--- src/rtl/cpk_pkg.sv ---
package cpk_pkg;
  localparam int WORD_W = 64;

  typedef enum logic [1:0] {
    PACK1 = 2'b00,
    PACK2 = 2'b01,
    PACK4 = 2'b10,
    PACK8 = 2'b11
  } pack_e;

  // index of the last result slot in a word
  function automatic logic [5:0] last_slot(input logic dvec, input pack_e ps);
    logic [5:0] r;
    if (!dvec) r = 6'(WORD_W - 1);
    else begin
      case (ps)
        PACK1:   r = 6'd0;
        PACK2:   r = 6'd1;
        PACK4:   r = 6'd3;
        default: r = 6'd7;
      endcase
    end
    return r;
  endfunction
endpackage

--- src/rtl/cond_reduce.sv ---
module cond_reduce #(
  parameter int FW = 4
) (
  input  logic [FW-1:0] fld,
  input  logic [FW-1:0] en,
  input  logic [FW-1:0] pol,
  input  logic          or_sel,
  output logic          res
);
  logic [FW-1:0] hit;
  for (genvar k = 0; k < FW; k++) begin : g_bit
    assign hit[k] = en[k] & ~(pol[k] ^ fld[k]);
  end
  assign res = or_sel ? (|hit) : (&hit);
endmodule

--- src/rtl/elem_seq.sv ---
module elem_seq #(
  parameter int VL_W = 7
) (
  input  logic            clk,
  input  logic            rst,
  input  logic            start,
  input  logic [VL_W-1:0] vl,
  output logic            accept,
  output logic            busy,
  output logic            last,
  output logic [VL_W-1:0] elem,
  output logic            done
);
  logic [VL_W-1:0] vl_q;

  assign accept = start & ~busy;
  assign last   = busy & (elem == vl_q - VL_W'(1));

  always_ff @(posedge clk) begin
    if (rst) begin
      busy <= 1'b0;
      done <= 1'b0;
      elem <= '0;
      vl_q <= '0;
    end else begin
      done <= 1'b0;
      if (accept) begin
        elem <= '0;
        vl_q <= vl;
        if (vl == '0) done <= 1'b1;
        else          busy <= 1'b1;
      end else if (busy) begin
        elem <= elem + VL_W'(1);
        if (last) begin
          busy <= 1'b0;
          done <= 1'b1;
        end
      end
    end
  end
endmodule

--- src/rtl/word_pack.sv ---
module word_pack
  import cpk_pkg::*;
#(
  parameter int RIDX_W = 7
) (
  input  logic              clk,
  input  logic              rst,
  input  logic              clear,
  input  logic              step,
  input  logic              res,
  input  logic              last,
  input  logic              dvec,
  input  pack_e             psel,
  input  logic [RIDX_W-1:0] rbase,
  output logic              wr_en,
  output logic [RIDX_W-1:0] wr_idx,
  output logic [WORD_W-1:0] wr_data
);
  localparam int POS_W = $clog2(WORD_W);

  logic [WORD_W-1:0] acc, acc_n;
  logic [POS_W-1:0]  slot, lim;
  logic [RIDX_W-1:0] wcnt;
  logic              flush;

  assign lim   = POS_W'(last_slot(dvec, psel));
  assign acc_n = acc | (WORD_W'(res) << slot);
  assign flush = (slot == lim) | last;

  always_ff @(posedge clk) begin
    if (rst) begin
      acc     <= '0;
      slot    <= '0;
      wcnt    <= '0;
      wr_en   <= 1'b0;
      wr_idx  <= '0;
      wr_data <= '0;
    end else begin
      wr_en <= 1'b0;
      if (clear) begin
        acc  <= '0;
        slot <= '0;
        wcnt <= '0;
      end else if (step) begin
        if (flush) begin
          wr_en   <= 1'b1;
          wr_data <= acc_n;
          wr_idx  <= rbase + wcnt;
          wcnt    <= wcnt + RIDX_W'(1);
          acc     <= '0;
          slot    <= '0;
        end else begin
          acc  <= acc_n;
          slot <= slot + POS_W'(1);
        end
      end
    end
  end
endmodule

--- src/rtl/cond_pack_seq.sv ---
module cond_pack_seq
  import cpk_pkg::*;
#(
  parameter int FIELD_CNT = 64,
  parameter int REG_CNT   = 128,
  parameter int VL_MAX    = 64,
  parameter int FW        = 4
) (
  input  logic                         clk,
  input  logic                         rst,
  input  logic                         start,
  input  logic [$clog2(VL_MAX+1)-1:0]  vl,
  input  logic [$clog2(FIELD_CNT)-1:0] src_base,
  input  logic                         src_vec,
  input  logic [FW-1:0]                en_mask,
  input  logic [FW-1:0]                pol_mask,
  input  logic                         or_sel,
  input  logic [1:0]                   pack_sel,
  input  logic                         dst_vec,
  input  logic [$clog2(REG_CNT)-1:0]   dst_base,
  output logic [$clog2(FIELD_CNT)-1:0] fld_idx,
  input  logic [FW-1:0]                fld_data,
  output logic                         wr_en,
  output logic [$clog2(REG_CNT)-1:0]   wr_idx,
  output logic [WORD_W-1:0]            wr_data,
  output logic                         busy,
  output logic                         done
);
  localparam int VL_W   = $clog2(VL_MAX + 1);
  localparam int FIDX_W = $clog2(FIELD_CNT);
  localparam int RIDX_W = $clog2(REG_CNT);

  logic              accept, last, res;
  logic [VL_W-1:0]   elem;
  logic [FIDX_W-1:0] base_q;
  logic              svec_q, dvec_q, or_q;
  logic [FW-1:0]     en_q, pol_q;
  pack_e             psel_q;
  logic [RIDX_W-1:0] rbase_q;

  elem_seq #(.VL_W(VL_W)) seq_i (
    .clk(clk), .rst(rst), .start(start), .vl(vl), .accept(accept),
    .busy(busy), .last(last), .elem(elem), .done(done)
  );

  always_ff @(posedge clk) begin
    if (rst) begin
      base_q  <= '0;
      svec_q  <= 1'b0;
      dvec_q  <= 1'b0;
      or_q    <= 1'b0;
      en_q    <= '0;
      pol_q   <= '0;
      psel_q  <= PACK1;
      rbase_q <= '0;
    end else if (accept) begin
      base_q  <= src_base;
      svec_q  <= src_vec;
      dvec_q  <= dst_vec;
      or_q    <= or_sel;
      en_q    <= en_mask;
      pol_q   <= pol_mask;
      psel_q  <= pack_e'(pack_sel);
      rbase_q <= dst_base;
    end
  end

  assign fld_idx = svec_q ? base_q + FIDX_W'(elem) : base_q;

  cond_reduce #(.FW(FW)) red_i (
    .fld(fld_data), .en(en_q), .pol(pol_q), .or_sel(or_q), .res(res)
  );

  word_pack #(.RIDX_W(RIDX_W)) pack_i (
    .clk(clk), .rst(rst), .clear(accept), .step(busy), .res(res),
    .last(last), .dvec(dvec_q), .psel(psel_q), .rbase(rbase_q),
    .wr_en(wr_en), .wr_idx(wr_idx), .wr_data(wr_data)
  );
endmodule

--- config.mk ---
export PLATFORM = sky130hd
export DESIGN_NAME = cond_pack_seq
export DESIGN_NICKNAME = d
export VERILOG_FILES = /design/src/rtl/cpk_pkg.sv /design/src/rtl/cond_reduce.sv /design/src/rtl/elem_seq.sv /design/src/rtl/word_pack.sv /design/src/rtl/cond_pack_seq.sv
export SDC_FILE = /design/constraint.sdc
export NUM_CORES = 1
export LEC_CHECK = 0
export BUFFER_PORTS_ARGS = -buffer_cell sky130_fd_sc_hd__buf_2
export CAP_MARGIN = 20
export CORE_MARGIN = 1.5
export CORE_UTILIZATION = 30
export CTS_BUF_LIST = sky130_fd_sc_hd__clkbuf_16
export DETAILED_ROUTE_END_ITERATION = 10
export GPL_TIMING_DRIVEN = 1
export PLACE_DENSITY = 0.57
export SYNTH_ARGS = -nofsm -noshare
export SYNTH_HDL_FRONTEND = slang
export SYNTH_HIERARCHICAL = 1
export SYNTH_SLANG_ARGS = --single-unit
--- constraint.sdc ---
create_clock -name clk -period 3.75 [get_ports clk]
set_input_delay 0.75 -clock clk [delete_from_list [all_inputs] [get_ports clk]]
set_output_delay 0.75 -clock clk [all_outputs]
set_load 0.02 [all_outputs]
==> flow_summary_export.csv, run 1 <==
group,metric,value,unit
outcome,result_of_the_run,"finished, final reports clean",
timing,finalCritPeriodShare,88.4,%
power_and_ir_drop,power.static_leakage,3.67,nW
yosys,synthesis.area,8330,µm²
clocking,insertion_delay,430,ps
timing,final-max-slew-violation-count,0,
clocking,cts_setup_buffers,0,
clocking,clock_tree.root_cell,"sky130_fd_sc_hd__clkbuf_16",
global_route,track_usage,15.3,%
timing,fin_hold_ws,468,ps
floorplan,die_area,28800,µm²
routing,drtAntennaViolNets,0,
global_route,grt_pass1_vias,6410,
yosys,post_synth_main_area_contributors,"sky130_fd_sc_hd__dfxtp_1 46%, sky130_fd_sc_hd__a21oi_1 13%, sky130_fd_sc_hd__a211oi_2 6.0%",
global_route,grt_first_pass_wirelength,34800,µm
yosys,synth_nets,972,
routing,firstDrtPassIters,5,
worst_setup_path,setup.worst_path.start_class,"flip-flop",
yosys,synth.top_cell.area_share,45.9,%
yosys,synth_top_flop_cell,"sky130_fd_sc_hd__dfxtp_1",
timing,slew_headroom,32.1,%
yosys,synth_simple_gate_area_share,12.5,%
routing,num_vias,6827,
yosys,synth_seq_cells,191,
worst_setup_path,critical-path-top-delay-family,"compound AO/OA/AOI/OAI gates",
clocking,numCtsBuffers,17,
clocking,clock-sinks,191,
yosys,synth_compound_area_share,26.2,%
yosys,combinational_family_with_the_most_area_after_synthesis,"compound AO/OA/AOI/OAI gates",
yosys,synth.largest_area_cell,"sky130_fd_sc_hd__dfxtp_1",
final_layout,share_of_final_layout_standard_cells_stronger_than_drive_strength_1,23.6,%
final_layout,net_total_in_the_final_layout,1068,
yosys,post_synth_mux_area_share,4.38,%
timing,max_freq,302,MHz
floorplan,floorplan.initialDensity,30.8,%
routing,number_of_remaining_drc_errors,0,
timing,finalWorstSetupSlack,433,ps
worst_setup_path,critPathArrivalTime,3640,ps
final_layout,antenna_cells,0,
worst_setup_path,critical_path.max_fanout,43,
timing,report.final.hold_viol_count,0,
yosys,synthCells,915,
clocking,clkTransAtPathRegs,80,ps
timing,tns,0,ps
yosys,synth-edff-count,0,
clocking,clk_path_buf_depth,2,
global_route,grt.overflow.total,0,
placement,routabilityCongestion,0.773,
floorplan,die-width,170,µm
final_layout,number_of_filler_cells_placed_in_the_layout,2801,
worst_setup_path,crit_buf_inv,2,
routing,drtIter0Drc,424,
worst_setup_path,timing.critical_path.required,4070,ps
timing,grt_setup_unrepaired,"no",
yosys,synth-async-reset-ratio,0,%
yosys,post_synth_num_cell_types,65,
routing,wl_per_cell,15.6,µm
clocking,postCtsHoldBufs,0,
yosys,synth_fa_ha_area_share,2.73,%
floorplan,floorplan.die.height,170,µm
global_route,largest_net_degree_at_the_start_of_global_routing,71,
timing,setup_violators_final,0,
routing,wl,21700,µm
routing,detail_route.vias_per_cell,4.89,
worst_hold_path,worst_hold_path_type,"reg2reg",
power_and_ir_drop,worst_ir_drop_vdd,234,µV
run,max-cap-violations,0,
clocking,htree_num_levels,4,
global_route,number_of_antenna_violations_at_the_first_check_in_global_routing,0,
worst_setup_path,endpoint_kind,"flip-flop",
placement,place.port_buffers,119,
yosys,syn_area_per_cell,9.11,µm²
power_and_ir_drop,power,4.11,mW
worst_setup_path,critPathSlowestCell,"sky130_fd_sc_hd__o21ai_4",
yosys,yosys_warnings,6,
worst_setup_path,timing.critical_path.slowest_cell_delay,620,ps
yosys,yosysSeqAreaShare,45.9,%
floorplan,ioPinCount,120,
floorplan,fp.coreArea,27100,µm²
worst_setup_path,worst-setup-path-type,"reg2reg",
yosys,synth-xor-area-share,3.56,%
timing,finClkSkew,12.0,ps
timing,tightestPinTransition,1010,ps
timing,finalCriticalPeriod,3320,ps
placement,dp_hpwl,14500,µm
floorplan,fp-row-count,60,
clocking,cts_resized,0,
final_layout,area_growth,18.7,%
worst_setup_path,ordered_list_of_cells_on_the_worst_path,"inv_1 -> ha_1 -> o21ba_1 -> a221o_1 -> and2_4 -> nor3_1 -> a41oi_2 -> o21ai_4 -> buf_12 -> nor2_1",
clocking,tritoncts,"built",
power_and_ir_drop,powerDensity,416,nW/µm²
placement,preCtsSetupSlack,430,ps
worst reg2reg max path: stages, from the launching register on:
cell	delay (ps)
sky130_fd_sc_hd__dfxtp_1	380
sky130_fd_sc_hd__inv_1	70
sky130_fd_sc_hd__ha_1	270
sky130_fd_sc_hd__o21ba_1	190
sky130_fd_sc_hd__a221o_1	360
sky130_fd_sc_hd__and2_4	150
sky130_fd_sc_hd__nor3_1	490
sky130_fd_sc_hd__a41oi_2	290
sky130_fd_sc_hd__o21ai_4	620
sky130_fd_sc_hd__buf_12	300
sky130_fd_sc_hd__nor2_1	100
sequential cells by signal, summed over array words and instances, names as in the netlist, 6 cells and up:
| register | cells |
|---|---|
| base_q | 6 |
| pack_i/acc | 64 |
| pack_i/slot | 6 |
| pack_i/wcnt | 7 |
| pack_i/wr_data | 64 |
| pack_i/wr_idx | 7 |
| rbase_q | 7 |
| seq_i/elem | 7 |
| seq_i/vl_q | 7 |
per-stage QoR:
| stage | cell area (µm²) | utilization, % | cells |
|---|---|---|---|
| 6_report | 9890 | 36.5 | 1396 |
| 5_1_grt | 9890 | 36.5 | 1396 |
| 4_1_cts | 9890 | 36.5 | 1396 |
| 3_5_place_dp | 9310 | 34.4 | 1364 |
| 3_3_place_gp | 9310 | 34.4 | 1364 |
| 2_1_floorplan | 8330 | - | 915 |
metal layers:
layer  global-route usage [%]  wire length [µm]  vias up  share of wire, %
met5                        0                 0        -                 0
met4                     4.23               306        0               1.4
met3                     3.31              1010       22               4.6
met2                     24.2              9790      132                45
met1                     21.0             10600     3199                49
li1                         -                 -     3474                 -
layout make-up:
type | instances | area, µm² | area share (%)
multi-input cells | 647 | 4150 | 41.9
flip-flops and latches | 191 | 3820 | 38.7
repair buffers | 142 | 833 | 8.43
well taps | 372 | 465 | 4.71
clock buffers | 17 | 425 | 4.30
clock inverters | 15 | 151 | 1.53
inverters | 12 | 45.0 | 0.455
power breakdown:
| group | internal, mW | total (mW) | switching [mW] |
|---|---|---|---|
| Clock | 0.938 | 1.78 | 0.840 |
| Sequential | 2.05 | 2.08 | 0.0261 |
| Combinational | 0.101 | 0.259 | 0.158 |
synthesized netlist by cell type, types with 3 or more instances:
cell	count
sky130_fd_sc_hd__a211oi_1	28
sky130_fd_sc_hd__a211oi_2	40
sky130_fd_sc_hd__a21o_1	5
sky130_fd_sc_hd__a21oi_1	216
sky130_fd_sc_hd__buf_2	26
sky130_fd_sc_hd__buf_4	5
sky130_fd_sc_hd__buf_6	7
sky130_fd_sc_hd__clkbuf_1	26
sky130_fd_sc_hd__dfxtp_1	191
sky130_fd_sc_hd__ha_1	15
sky130_fd_sc_hd__inv_1	11
sky130_fd_sc_hd__mux2_2	4
sky130_fd_sc_hd__mux2i_1	32
sky130_fd_sc_hd__nand2_1	35
sky130_fd_sc_hd__nand2b_1	4
sky130_fd_sc_hd__nand3_1	9
sky130_fd_sc_hd__nand4_1	8
sky130_fd_sc_hd__nor2_1	129
sky130_fd_sc_hd__nor2b_1	3
sky130_fd_sc_hd__nor3_1	11
sky130_fd_sc_hd__o21a_1	3
sky130_fd_sc_hd__o21ai_0	9
sky130_fd_sc_hd__o21ai_2	3
sky130_fd_sc_hd__o31ai_1	3
sky130_fd_sc_hd__or3_1	6
sky130_fd_sc_hd__or4_1	4
sky130_fd_sc_hd__xnor2_1	22
sky130_fd_sc_hd__xor2_1	10
final timing paths:
path	from	endpoint	slack, ps	cells after the start
worst min-delay path	pack_i/acc[9]$_SDFFE_PP0P_	pack_i/acc[9]$_SDFFE_PP0P_	470	2
worst max register to register	seq_i/vl_q[0]$_SDFFE_PP0P_	pack_i/acc[28]$_SDFFE_PP0P_	430	10
worst min register to register	pack_i/acc[9]$_SDFFE_PP0P_	pack_i/acc[9]$_SDFFE_PP0P_	470	2
worst max-delay path	seq_i/vl_q[0]$_SDFFE_PP0P_	pack_i/acc[28]$_SDFFE_PP0P_	430	10
cells by family (layout without fill, tap and decap cells):
kind of cell               after synthesis  after routing
AOI/OAI and AO/OA                      333            333
and+or+nand+nor                        228            228
DFF                                    191            191
buffers and inverters                   77            186
muxes                                   36             36
xor gates and xnor gates                33             33
adders and majority gates               17             17
cell usage in the layout (no fill, tap or decap), drive strengths merged, types with 5 or more instances in the layout:
cell	Yosys	routed
nand2	37	37
xnor2	22	22
nor2	129	129
a211oi	68	68
dfxtp	191	191
xor2	11	11
mux2i	32	32
or3	6	6
a21oi	216	216
nand4	8	8
inv	12	18
clkbuf	27	17
buf	38	142
a21o	6	6
o21ai	13	13
clkinv	0	8
nor3	12	12
ha	15	15
nand2b	5	5
nand3	9	9
No activity file was read; power rests on OpenSTA's default activity.
==> inputs of run 2 (changes only) <==
--- a/config.mk
+++ b/config.mk
@@ -10,9 +10,11 @@
 export CORE_MARGIN = 1.5
 export CORE_UTILIZATION = 30
 export CTS_BUF_LIST = sky130_fd_sc_hd__clkbuf_16
+export CTS_CLUSTER_DIAMETER = 200
 export DETAILED_ROUTE_END_ITERATION = 10
 export GPL_TIMING_DRIVEN = 1
 export PLACE_DENSITY = 0.57
+export REMOVE_ABC_BUFFERS = 1
 export SYNTH_ARGS = -nofsm -noshare
 export SYNTH_HDL_FRONTEND = slang
 export SYNTH_HIERARCHICAL = 1
==> run 2 against run 1 <==
- hold slack barely moved
- critical path depth rose by 1
- via count rose by 0.88%
- count of clock-buffer cells in the layout did not move
- sequential cell count did not move
- critical path type unchanged
==> flow_summary_export.csv, run 2 (same netlist as run 1, synthesis figures left out) <==
group,metric,value,unit
final_layout,stdcell_area,9870,µm²
timing,max_freq,311,MHz
timing,report.final.hold_viol_count,0,
timing,finClkSkew,13.7,ps
worst_setup_path,crit_path_frequent_cell,"sky130_fd_sc_hd__a21oi_1",
clocking,clk_path_buf_depth,2,
outcome,result_of_the_run,"finished, final reports clean",
worst_setup_path,r2r-end,"pack_i/wr_data[61]$_SDFFE_PP0P_",
power_and_ir_drop,power.static_leakage,3.65,nW
floorplan,ioPinCount,120,
worst_setup_path,setup.worst_path.start_class,"flip-flop",
routing,wl_per_cell,15.7,µm
clocking,clock_tree.root_cell,"sky130_fd_sc_hd__clkbuf_16",
worst_setup_path,endpoint_kind,"flip-flop",
run,max-cap-violations,0,
placement,dpl.cell_count,1362,
placement,routabilityCongestion,0.755,
placement,place.port_buffers,119,
final_layout,final_cells,1393,
worst_setup_path,critPathArrivalTime,3560,ps
final_layout,most-common-layout-cells,"216 x sky130_fd_sc_hd__a21oi_1, 191 x sky130_fd_sc_hd__dfxtp_1, 128 x sky130_fd_sc_hd__nor2_1",
timing,setup_violators_final,0,
global_route,track_usage,15.8,%
clocking,numCtsBuffers,17,
final_layout,largestRegisters,"pack_i/acc: 64 flops, pack_i/wr_data: 64 flops",
worst_setup_path,worst-setup-path-type,"reg2reg",
floorplan,floorplan.die.height,170,µm
worst_setup_path,ff2ff_setup_slack,540,ps
routing,wl,21900,µm
worst_setup_path,critPathLaunch,"seq_i/vl_q[0]$_SDFFE_PP0P_",
routing,number_of_remaining_drc_errors,0,
power_and_ir_drop,worst_ir_drop_vdd,244,µV
placement,dp_hpwl,14500,µm
global_route,grt.overflow.total,0,
final_layout,antenna_cells,0,
floorplan,fp-row-count,60,
timing,slew_headroom,30.7,%
routing,detail_route.vias_per_cell,4.94,
worst_setup_path,r2r_cells,11,
floorplan,fp.coreArea,27100,µm²
worst_setup_path,crit-reg2reg-launch,"seq_i/vl_q[0]$_SDFFE_PP0P_",
worst_hold_path,worst_hold_path_type,"reg2reg",
final_layout,net_total_in_the_final_layout,1066,
timing,finalCritPeriodShare,85.7,%
floorplan,die-width,170,µm
timing,tightestPinTransition,1030,ps
floorplan,floorplan.initialDensity,30.8,%
routing,num_vias,6887,
clocking,postCtsHoldBufs,0,
clocking,tritoncts,"built",
worst_setup_path,critical_path.max_fanout,35,
worst_setup_path,ordered_list_of_cells_on_the_worst_path,"inv_1 -> ha_1 -> o21ba_1 -> a221o_1 -> and2_4 -> nor3_1 -> a21oi_1 -> a21boi_4 -> buf_12 -> a21oi_1 -> a211oi_2",
timing,finalCriticalPeriod,3210,ps
worst_setup_path,timing.critical_path.slowest_cell_delay,490,ps
routing,drtIter0Drc,457,
clocking,clock-sinks,191,
timing,grt_setup_unrepaired,"no",
global_route,grt_first_pass_wirelength,36000,µm
power_and_ir_drop,powerDensity,413,nW/µm²
global_route,grt_pass1_vias,6754,
worst_setup_path,timing.critical_path.required,4100,ps
final_layout,area_growth,18.4,%
clocking,insertion_delay,430,ps
routing,drtAntennaViolNets,0,
floorplan,die_area,28800,µm²
routing,firstDrtPassIters,5,
final_layout,most_common_cell_after_layout_fill_and_taps_aside,"sky130_fd_sc_hd__a21oi_1",
final_layout,share_of_final_layout_standard_cells_stronger_than_drive_strength_1,23.3,%
global_route,largest_net_degree_at_the_start_of_global_routing,72,
clocking,cts_resized,0,
worst_setup_path,critPathSlowestCell,"sky130_fd_sc_hd__a21boi_4",
worst_setup_path,endpoint,"pack_i/wr_data[61]$_SDFFE_PP0P_",
clocking,htree_num_levels,4,
timing,final-max-slew-violation-count,0,
final_layout,number_of_filler_cells_placed_in_the_layout,2790,
clocking,clkTransAtPathRegs,70,ps
clocking,cts_setup_buffers,0,
placement,placement.cell_area,9310,µm²
worst_hold_path,hold_path_depth,2,
global_route,number_of_antenna_violations_at_the_first_check_in_global_routing,0,
==> run 2: cell type report <==
| class | count | area [µm²] | share of cell area, % |
|---|---|---|---|
| clock buffers | 17 | 425 | 4.31 |
| inverters | 12 | 45.0 | 0.456 |
| clock inverters | 14 | 134 | 1.36 |
| well taps | 372 | 465 | 4.72 |
| repair buffers | 140 | 831 | 8.42 |
| multi-input cells | 647 | 4150 | 42.0 |
| flip-flops and latches | 191 | 3820 | 38.7 |
==> run 2: power breakdown <==
group          switching [mW]  internal (mW)
clock network           0.813          0.924
logic                   0.158          0.103
registers              0.0261           2.05
==> run 2: layer usage <==
layer	global-route usage, %	vias up	share of wire (%)
met5	0	-	0
met4	4.31	0	1.4
met1	21.2	3295	48
met2	24.9	120	45
li1	-	3452	-
met3	4.08	20	4.8
==> run 2: how the worst min path moves through the flow <==
stage	startpoint	endpoint	slack, ps
2_1_floorplan	pack_i/acc[0]$_SDFFE_PP0P_	pack_i/acc[0]$_SDFFE_PP0P_	440
3_3_place_gp	pack_i/acc[57]$_SDFFE_PP0P_	pack_i/acc[57]$_SDFFE_PP0P_	450
3_5_place_dp	pack_i/acc[4]$_SDFFE_PP0P_	pack_i/acc[4]$_SDFFE_PP0P_	450
4_1_cts	pack_i/acc[38]$_SDFFE_PP0P_	pack_i/acc[38]$_SDFFE_PP0P_	470
5_1_grt	pack_i/acc[4]$_SDFFE_PP0P_	pack_i/acc[4]$_SDFFE_PP0P_	490
6_report	pack_i/acc[49]$_SDFFE_PP0P_	pack_i/acc[49]$_SDFFE_PP0P_	470
==> run 2: through the flow <==
step	hold slack [ps]	setup slack, ps	setup TNS (ps)	power, mW	utilization, %
finish	469	537	0	4.08	36.4
global placement	448	590	0	2.39	34.4
detailed placement	455	493	0	2.39	34.4
floorplan	438	-1720	-112710	2.28	-
global route	492	201	0	4.27	36.4
CTS	472	504	0	4.14	36.4
==> run 2: worst max-delay path, delay by kind of cell, from the launching register on <==
family	cells	cell delay, ps
AOI/OAI and AO/OA	6	1500
adders and majority gates	1	270
buffers and inverters	2	360
DFF	1	390
and+or+nand+nor	2	580
